`src/rtl/xmem_pkg.sv`:
```
package xmem_pkg;
  typedef enum logic [2:0] {
    PH_IDLE,
    PH_ALE,
    PH_SETUP,
    PH_STRB,
    PH_HOLD
  } phase_t;

  typedef enum logic [1:0] {
    SZ_BYTE = 2'd0,
    SZ_HALF = 2'd1,
    SZ_WORD = 2'd2,
    SZ_BAD  = 2'd3
  } size_t;
endpackage

```
`src/rtl/xmem_decode.sv`:
```
module xmem_decode
  import xmem_pkg::*;
#(
  parameter int ADDR_W = 24,
  parameter int NCS    = 2,
  parameter int CS_W   = 1
) (
  input  logic [ADDR_W+CS_W-1:0] addr_i,
  input  logic [1:0]             size_i,
  input  logic [NCS-1:0]         cfg_wide_i,
  input  logic [NCS-1:0]         cfg_mux_i,
  output logic [CS_W-1:0]        cs_o,
  output logic                   wide_o,
  output logic                   mux_o,
  output logic                   err_o,
  output logic [1:0]             last_beat_o
);
  logic cs_ok;

  always_comb begin
    cs_o   = addr_i[ADDR_W +: CS_W];
    cs_ok  = (int'(cs_o) < NCS);
    wide_o = 1'b0;
    mux_o  = 1'b0;
    for (int i = 0; i < NCS; i++) begin
      if (cs_o == CS_W'(i)) begin
        wide_o = cfg_wide_i[i];
        mux_o  = cfg_mux_i[i];
      end
    end
    err_o = !cs_ok || (size_i == SZ_BAD) || (wide_o && !mux_o) ||
            (wide_o && (size_i != SZ_BYTE) && addr_i[0]);
    if (wide_o)
      last_beat_o = (size_i == SZ_WORD) ? 2'd1 : 2'd0;
    else
      case (size_i)
        SZ_BYTE: last_beat_o = 2'd0;
        SZ_HALF: last_beat_o = 2'd1;
        default: last_beat_o = 2'd3;
      endcase
  end
endmodule

```
`src/rtl/xmem_seq.sv`:
```
module xmem_seq
  import xmem_pkg::*;
#(
  parameter int CW = 4
) (
  input  logic          clk,
  input  logic          rst_n,
  input  logic          start_i,
  input  logic          mux_i,
  input  logic          rd_i,
  input  logic [CW-1:0] setup_i,
  input  logic [CW-1:0] strobe_i,
  input  logic [CW-1:0] hold_i,
  input  logic [1:0]    last_beat_i,
  output phase_t        phase_o,
  output logic [1:0]    beat_o,
  output logic          cap_o,
  output logic          done_o
);
  logic [CW:0] cnt;
  logic        setup_end, strb_end, hold_end;
  phase_t      first_ph;

  assign setup_end = (cnt == {1'b0, setup_i});
  assign strb_end  = (cnt == ({1'b0, strobe_i} + {{CW{1'b0}}, rd_i}));
  assign hold_end  = (cnt == {1'b0, hold_i});
  assign first_ph  = mux_i ? PH_ALE : PH_SETUP;
  assign cap_o     = (phase_o == PH_STRB) && strb_end && rd_i;
  assign done_o    = (phase_o == PH_HOLD) && hold_end && (beat_o == last_beat_i);

  always_ff @(posedge clk or negedge rst_n) begin
    if (!rst_n) begin
      phase_o <= PH_IDLE;
      cnt     <= '0;
      beat_o  <= '0;
    end else begin
      case (phase_o)
        PH_IDLE: if (start_i) begin
          phase_o <= first_ph;
          cnt     <= '0;
          beat_o  <= '0;
        end
        PH_ALE: begin
          phase_o <= PH_SETUP;
          cnt     <= '0;
        end
        PH_SETUP: if (setup_end) begin
          phase_o <= PH_STRB;
          cnt     <= '0;
        end else cnt <= cnt + 1'b1;
        PH_STRB: if (strb_end) begin
          phase_o <= PH_HOLD;
          cnt     <= '0;
        end else cnt <= cnt + 1'b1;
        PH_HOLD: if (hold_end) begin
          cnt <= '0;
          if (beat_o == last_beat_i) phase_o <= PH_IDLE;
          else begin
            beat_o  <= beat_o + 1'b1;
            phase_o <= first_ph;
          end
        end else cnt <= cnt + 1'b1;
        default: phase_o <= PH_IDLE;
      endcase
    end
  end


  ale_one_clk_chk: assert property (@(posedge clk) disable iff (!rst_n)
    (phase_o == PH_ALE) |=> (phase_o == PH_SETUP));


  strb_after_setup_chk: assert property (@(posedge clk) disable iff (!rst_n)
    $rose(phase_o == PH_STRB) |-> ($past(phase_o) == PH_SETUP));
endmodule

```
`src/rtl/xmem_path.sv`:
```
module xmem_path
  import xmem_pkg::*;
#(
  parameter int ADDR_W = 24,
  parameter int DW     = 32
) (
  input  logic              clk,
  input  logic              rst_n,
  input  logic              load_i,
  input  logic [ADDR_W-1:0] base_i,
  input  logic [1:0]        size_i,
  input  logic [DW-1:0]     wdata_i,
  input  logic              wide_i,
  input  logic [1:0]        beat_i,
  input  phase_t            phase_i,
  input  logic              cap_i,
  input  logic [15:0]       xd_i,
  output logic [15:0]       xaddr_o,
  output logic [ADDR_W-17:0] xa_hi_o,
  output logic [15:0]       xd_o,
  output logic [1:0]        be_n_o,
  output logic [DW-1:0]     rdata_o
);
  logic [ADDR_W-1:0] base_q, offs, beat_addr;
  logic [1:0]        size_q;
  logic [DW-1:0]     wdata_q, wsh8, wsh16;
  logic [15:0]       wr_lane;

  always_ff @(posedge clk or negedge rst_n) begin
    if (!rst_n) begin
      base_q  <= '0;
      size_q  <= '0;
      wdata_q <= '0;
      rdata_o <= '0;
    end else if (load_i) begin
      base_q  <= base_i;
      size_q  <= size_i;
      wdata_q <= wdata_i;
      rdata_o <= '0;
    end else if (cap_i) begin
      if (!wide_i)
        rdata_o[{beat_i, 3'b000} +: 8] <= xd_i[7:0];
      else if (size_q == SZ_BYTE)
        rdata_o[7:0] <= base_q[0] ? xd_i[15:8] : xd_i[7:0];
      else
        rdata_o[{beat_i[0], 4'b0000} +: 16] <= xd_i;
    end
  end

  always_comb begin
    offs      = wide_i ? {{(ADDR_W-3){1'b0}}, beat_i, 1'b0} : {{(ADDR_W-2){1'b0}}, beat_i};
    beat_addr = base_q + offs;
    wsh8      = wdata_q >> {beat_i, 3'b000};
    wsh16     = wdata_q >> {beat_i, 4'b0000};
    if (!wide_i)                 wr_lane = {8'h00, wsh8[7:0]};
    else if (size_q == SZ_BYTE)  wr_lane = {wdata_q[7:0], wdata_q[7:0]};
    else                         wr_lane = wsh16[15:0];
    if (phase_i == PH_IDLE)      be_n_o = 2'b11;
    else if (!wide_i)            be_n_o = 2'b10;
    else if (size_q == SZ_BYTE)  be_n_o = base_q[0] ? 2'b01 : 2'b10;
    else                         be_n_o = 2'b00;
    xaddr_o = beat_addr[15:0];
    xa_hi_o = beat_addr[ADDR_W-1:16];
    if (phase_i == PH_ALE) xd_o = wide_i ? beat_addr[16:1] : beat_addr[15:0];
    else                   xd_o = wr_lane;
  end


  cap_in_strobe_chk: assert property (@(posedge clk) disable iff (!rst_n)
    cap_i |-> (phase_i == PH_STRB));
endmodule

```
`src/rtl/xmem_ctrl.sv`:
```
module xmem_ctrl
  import xmem_pkg::*;
#(
  parameter int ADDR_W = 24,
  parameter int NCS    = 2,
  parameter int CW     = 4,
  localparam int CS_W  = (NCS > 1) ? $clog2(NCS) : 1,
  localparam int IW    = ADDR_W + CS_W,
  localparam int XW    = ADDR_W - 16
) (
  input  logic              clk,
  input  logic              rst_n,
  input  logic              req_valid_i,
  output logic              req_ready_o,
  input  logic [IW-1:0]     req_addr_i,
  input  logic [1:0]        req_size_i,
  input  logic              req_write_i,
  input  logic [31:0]       req_wdata_i,
  output logic              rsp_valid_o,
  output logic              rsp_err_o,
  output logic [31:0]       rsp_rdata_o,
  input  logic [NCS-1:0]    cfg_wide_i,
  input  logic [NCS-1:0]    cfg_mux_i,
  input  logic [NCS*CW-1:0] cfg_setup_i,
  input  logic [NCS*CW-1:0] cfg_strobe_i,
  input  logic [NCS*CW-1:0] cfg_hold_i,
  output logic [NCS-1:0]    cs_n_o,
  output logic              ale_o,
  output logic              we_n_o,
  output logic              oe_n_o,
  output logic [1:0]        be_n_o,
  output logic [XW-1:0]     xa_hi_o,
  output logic [15:0]       xaddr_o,
  output logic [15:0]       xd_o,
  input  logic [15:0]       xd_i,
  output logic              xd_oe_o
);
  logic [CS_W-1:0] dec_cs, cs_q;
  logic            dec_wide, dec_mux, dec_err;
  logic [1:0]      dec_last, last_q, beat;
  logic            wide_q, mux_q, wr_q, accept, cap, done;
  logic [CW-1:0]   setup_sel, strobe_sel, hold_sel;
  phase_t          phase;

  assign req_ready_o = (phase == PH_IDLE);
  assign accept      = req_valid_i && req_ready_o;

  xmem_decode #(.ADDR_W(ADDR_W), .NCS(NCS), .CS_W(CS_W)) u_dec (
    .addr_i(req_addr_i), .size_i(req_size_i),
    .cfg_wide_i(cfg_wide_i), .cfg_mux_i(cfg_mux_i),
    .cs_o(dec_cs), .wide_o(dec_wide), .mux_o(dec_mux),
    .err_o(dec_err), .last_beat_o(dec_last));

  always_ff @(posedge clk or negedge rst_n) begin
    if (!rst_n) begin
      cs_q <= '0; wide_q <= 1'b0; mux_q <= 1'b0; wr_q <= 1'b0; last_q <= '0;
      rsp_valid_o <= 1'b0; rsp_err_o <= 1'b0;
    end else begin
      if (accept) begin
        cs_q <= dec_cs; wide_q <= dec_wide; mux_q <= dec_mux;
        wr_q <= req_write_i; last_q <= dec_last;
      end
      rsp_valid_o <= done || (accept && dec_err);
      rsp_err_o   <= accept && dec_err;
    end
  end

  assign setup_sel  = cfg_setup_i[cs_q*CW +: CW];
  assign strobe_sel = cfg_strobe_i[cs_q*CW +: CW];
  assign hold_sel   = cfg_hold_i[cs_q*CW +: CW];

  xmem_seq #(.CW(CW)) u_seq (
    .clk(clk), .rst_n(rst_n), .start_i(accept && !dec_err),
    .mux_i(accept ? dec_mux : mux_q), .rd_i(!wr_q),
    .setup_i(setup_sel), .strobe_i(strobe_sel), .hold_i(hold_sel),
    .last_beat_i(last_q), .phase_o(phase), .beat_o(beat),
    .cap_o(cap), .done_o(done));

  xmem_path #(.ADDR_W(ADDR_W), .DW(32)) u_path (
    .clk(clk), .rst_n(rst_n), .load_i(accept),
    .base_i(req_addr_i[ADDR_W-1:0]), .size_i(req_size_i),
    .wdata_i(req_wdata_i), .wide_i(wide_q), .beat_i(beat),
    .phase_i(phase), .cap_i(cap), .xd_i(xd_i),
    .xaddr_o(xaddr_o), .xa_hi_o(xa_hi_o), .xd_o(xd_o),
    .be_n_o(be_n_o), .rdata_o(rsp_rdata_o));

  for (genvar g = 0; g < NCS; g++) begin : g_cs
    assign cs_n_o[g] = !((phase != PH_IDLE) && (cs_q == CS_W'(g)));
  end

  assign ale_o   = (phase == PH_ALE);
  assign we_n_o  = !((phase == PH_STRB) && wr_q);
  assign oe_n_o  = !((phase == PH_STRB) && !wr_q);
  assign xd_oe_o = (phase == PH_ALE) || (wr_q && (phase != PH_IDLE));


  err_no_cycle_chk: assert property (@(posedge clk) disable iff (!rst_n)
    (accept && dec_err) |=> (rsp_valid_o && rsp_err_o && (&cs_n_o)));


  rsp_pulse_chk: assert property (@(posedge clk) disable iff (!rst_n)
    (rsp_valid_o && !accept) |=> !rsp_valid_o);


  cs_onehot_chk: assert property (@(posedge clk) disable iff (!rst_n)
    $onehot0(~cs_n_o));


  rd_release_chk: assert property (@(posedge clk) disable iff (!rst_n)
    !oe_n_o |-> !xd_oe_o);


  strobe_excl_chk: assert property (@(posedge clk) disable iff (!rst_n)
    !(!we_n_o && !oe_n_o));
endmodule

```
`config.mk`:
```
export PLATFORM = sky130hd
export DESIGN_NAME = xmem_ctrl
export DESIGN_NICKNAME = d
export VERILOG_FILES = /design/src/rtl/xmem_pkg.sv /design/src/rtl/xmem_decode.sv /design/src/rtl/xmem_seq.sv /design/src/rtl/xmem_path.sv /design/src/rtl/xmem_ctrl.sv
export SDC_FILE = /design/constraint.sdc
export NUM_CORES = 1
export LEC_CHECK = 0
export ABC_CLOCK_PERIOD_IN_PS = 8600
export BUFFER_PORTS_ARGS = -buffer_cell sky130_fd_sc_hd__buf_2
export CAP_MARGIN = 10
export CORE_UTILIZATION = 53
export DETAILED_ROUTE_END_ITERATION = 8
export PLACE_DENSITY_LB_ADDON = 0.08
export RECOVER_POWER = 50
export SETUP_SLACK_MARGIN = 0.15
export SLEW_MARGIN = 20
export SYNTH_ARGS = -nofsm -noshare
export SYNTH_HDL_FRONTEND = slang
export SYNTH_SLANG_ARGS = --single-unit
```
`constraint.sdc`:
```
create_clock -name clk -period 8.6 [get_ports clk]
set_input_delay 0.86 -clock clk [delete_from_list [all_inputs] [get_ports clk]]
set_output_delay 0.86 -clock clk [all_outputs]
set_load 0.02 [all_outputs]
```
==> impl_metrics.ini <==
[clock_network]
cts_tree = built
clock_sinks = 108
clk_pin_slew_ps = 70
clk-insertion-delay-late_ps = 350
cts_buffers = 9
hold_buffers = 0
cts_resized = 0
clock_path_buffers = 2
clockRootBuffer = clkbuf_16
htreeDepth = 3
cts_setup_buffers = 0

[yosys]
yosys.area.top_type = dfrtp_1
synth_area_leaders = dfrtp_1 (40%), nand2_1 (14%), mux2i_1 (8.7%), xnor2_1 (3.4%), a21oi_1 (2.7%)
yosys_warnings = 0
yosys.area_share.simple_pct = 23.66
synth_mux_area_share_pct = 11.35
syn-cell-area_um2 = 6758
ys_types = 66
synthAdderAreaFrac_pct = 2.148
syn_nets = 921
synth_compound_area_share_pct = 12.91
ys_seq_area_share_pct = 39.99
avgSynthCellArea_um2 = 8.416
synth_top_area_share_pct = 39.99
yosys_register_bits = 108
syn-instance-count = 803
synth_xor_area_share_pct = 5.184
synth_top_family_by_area = simple AND/OR/NAND/NOR gates
synth_ff_type = dfrtp_1
synth_edf_count = 0
ys_async_sr_fraction_pct = 100.0

[global_route]
grt_pass1_vias = 6088
grt_util_all_layers_pct = 30.28
overflow = 0
antenna_found_initial = 0
grt_pass1_wl_um = 31070
grt_max_degree = 98

[power]
swShare_pct = 42.19
peakVddDrop_v = 0.0001742
powerDensity_nw_per_um2 = 284.7
power_frac_clock_pct = 21.4
switching_power_w = 0.0009633
power.internal_w = 0.001320
p_total_w = 0.002283
p_leak_nw = 3.939
pwr-share-seq_pct = 36.8
p_comb_share_pct = 41.8

[final_layout]
layout_commonest_cell = nand2_1
diodes = 0
final_net_count = 1077
syn_to_final_growth_pct = 18.70
drive_gt1_share_pct = 20.54
final_cell_mix = nand2_1 (253), buf_2 (153), dfrtp_1 (108)
fill_cells = 1084

[floorplan]
core_area_um2 = 12210
die_h_um = 114.9
dieArea_um2 = 13210
start_util_pct = 55.34
die_w_um = 114.9
rows = 40
ioPinCount = 190

[setup_path]
r2r-start = u_seq.phase_o[2]
worstRegToRegCells = 7
path_class = flop to output pin
r2r_slack_ps = 4670
max_stage_delay_ps = 1070
cp_cell_sequence = clkinv_1, nand2_1, and2_1, inv_1, ha_1, a21o_1, a21oi_1, nor2_1, and3_1, xor2_1, o311a_1, buf_2
timing.rr.end = u_seq.phase_o[0]
worstPathMaxFanout = 38
worstSetupEndpointType = output pin
cp.required_ps = 7740
critPathLaunchType = flop
cp-startpoint = wide_q
arrival_ps = 4730
slowest_stage = dfrtp_1

[run_status]
status = finished, violations left
violations = max-capacitance violations, max-slew violations

[min_path]
min_to = u_path.wdata_q[31]
hold_class = flop to flop
hold_depth = 2
min_from = u_path.wdata_q[31]

[sta]
rsz0062_at_grt = false
hold_viol_final = 0
worst_slew_pin_slew_ps = 3278
slew_headroom_pct = -118.5
setup_viol = 0
fin_crit_ps = 5593
slew_viol_final = 149
setup_tns_ps = 0
period_share_pct = 65.03
skew_ps = 7.466
fmax_mhz = 178.8

[drt]
routed_wl_um = 19320
drc = 0
drtAntennaViolNets = 0
via_per_inst = 5.640
vias = 6385
drt_iter0_markers = 464
dr.pass1.iters = 5
avgRoutedWirePerCell_um = 17.07

[placed_design]
globalplace.congestion = 0.9862
hpwl_um = 14200
io_buffers = 189

[run]
max-cap-violations = 3
state kept, by name (all words and copies together), names as in the netlist, 2 cells and up:
register / flops
u_path.rdata_o: 32
u_path.wdata_q: 32
u_path.base_q: 24
u_seq.cnt: 5
u_seq.phase_o: 3
last_q: 2
u_path.size_q: 2
u_seq.beat_o: 2
critical path: cells and delay by family, from the launching register on:
kind	cells	cell delay, ps
DFF	1	1070
buffers and inverters	3	990
and+or+nand+nor	4	900
adders and majority gates	1	280
AOI/OAI and AO/OA	3	960
xor gates and xnor gates	1	180
stage by stage:
| stage | setup WS (ps) | std cells | instance area (µm²) | util [%] | hold slack [ps] |
|---|---|---|---|---|---|
| 2_1_floorplan | 4478 | 803 | 6758 | - | 446.0 |
| 3_3_place_gp | 3566 | 1116 | 7715 | 63.18 | 461.1 |
| 3_5_place_dp | 3498 | 1116 | 7715 | 63.18 | 462.7 |
| 4_1_cts | 3081 | 1132 | 8071 | 66.10 | 479.8 |
| 5_1_grt | 2257 | 1132 | 8021 | 65.69 | 514.4 |
| 6_report | 3007 | 1132 | 8021 | 65.69 | 477.0 |
layout make-up:
cell class	instances	area [µm²]	share of cell area (%)
clock buffer	10	239.0	2.979
clock inverter	6	117.6	1.466
inverter	21	78.83	0.9827
multi-input combinational	625	3739	46.61
sequential	108	2703	33.69
tap	168	210.2	2.621
timing repair buffer	194	934.6	11.65
power groups by stage:
stage	Combinational, W	Clock, W	Sequential, W
finish	0.000954	0.000488	0.000841
global route	0.00105	0.000510	0.000862
CTS	0.000958	0.000496	0.000835
detailed placement	0.000952	0	0.000841
global placement	0.000924	0	0.000837
floorplan	0.000724	0	0.000764
metal layers:
layer  up-vias  wire [µm]  part of all wire (%)  GRT usage (%)
li1       3047          -                     -              -
met1      3036       8583                    44          41.24
met2       268       9034                    47          48.59
met3        34       1241                   6.4          5.535
met4         0        464                   2.4          10.82
met5         -          0                     0              0
logic make-up (layout without fill, tap and decap cells):
kind of cell	Yosys count	in the layout
adders and majority gates	11	11
DFF	108	108
xor gates and xnor gates	40	40
AOI/OAI and AO/OA	139	139
and+or+nand+nor	366	366
muxes	69	69
buffers and inverters	70	231
Yosys cell counts, types with 12 or more instances:
cell type	n
and3_1	15
a21oi_1	37
o21ai_0	36
mux2i_1	59
xnor2_1	26
buf_2	12
nand3_1	12
nor2_1	34
inv_1	18
xor2_1	14
a22oi_1	23
dfrtp_1	108
nand2_1	254
clkbuf_1	27
worst max path at each step:
stage | slack (ps) | to | cells past startpoint
2_1_floorplan | 4480 | xd_o[4] | 11
6_report | 3010 | xd_o[7] | 12
3_5_place_dp | 3500 | xd_o[7] | 12
4_1_cts | 3080 | xd_o[7] | 12
5_1_grt | 2260 | u_seq.cnt[3] | 2
3_3_place_gp | 3570 | xd_o[7] | 12
No activity file was read; power rests on OpenSTA's default activity.
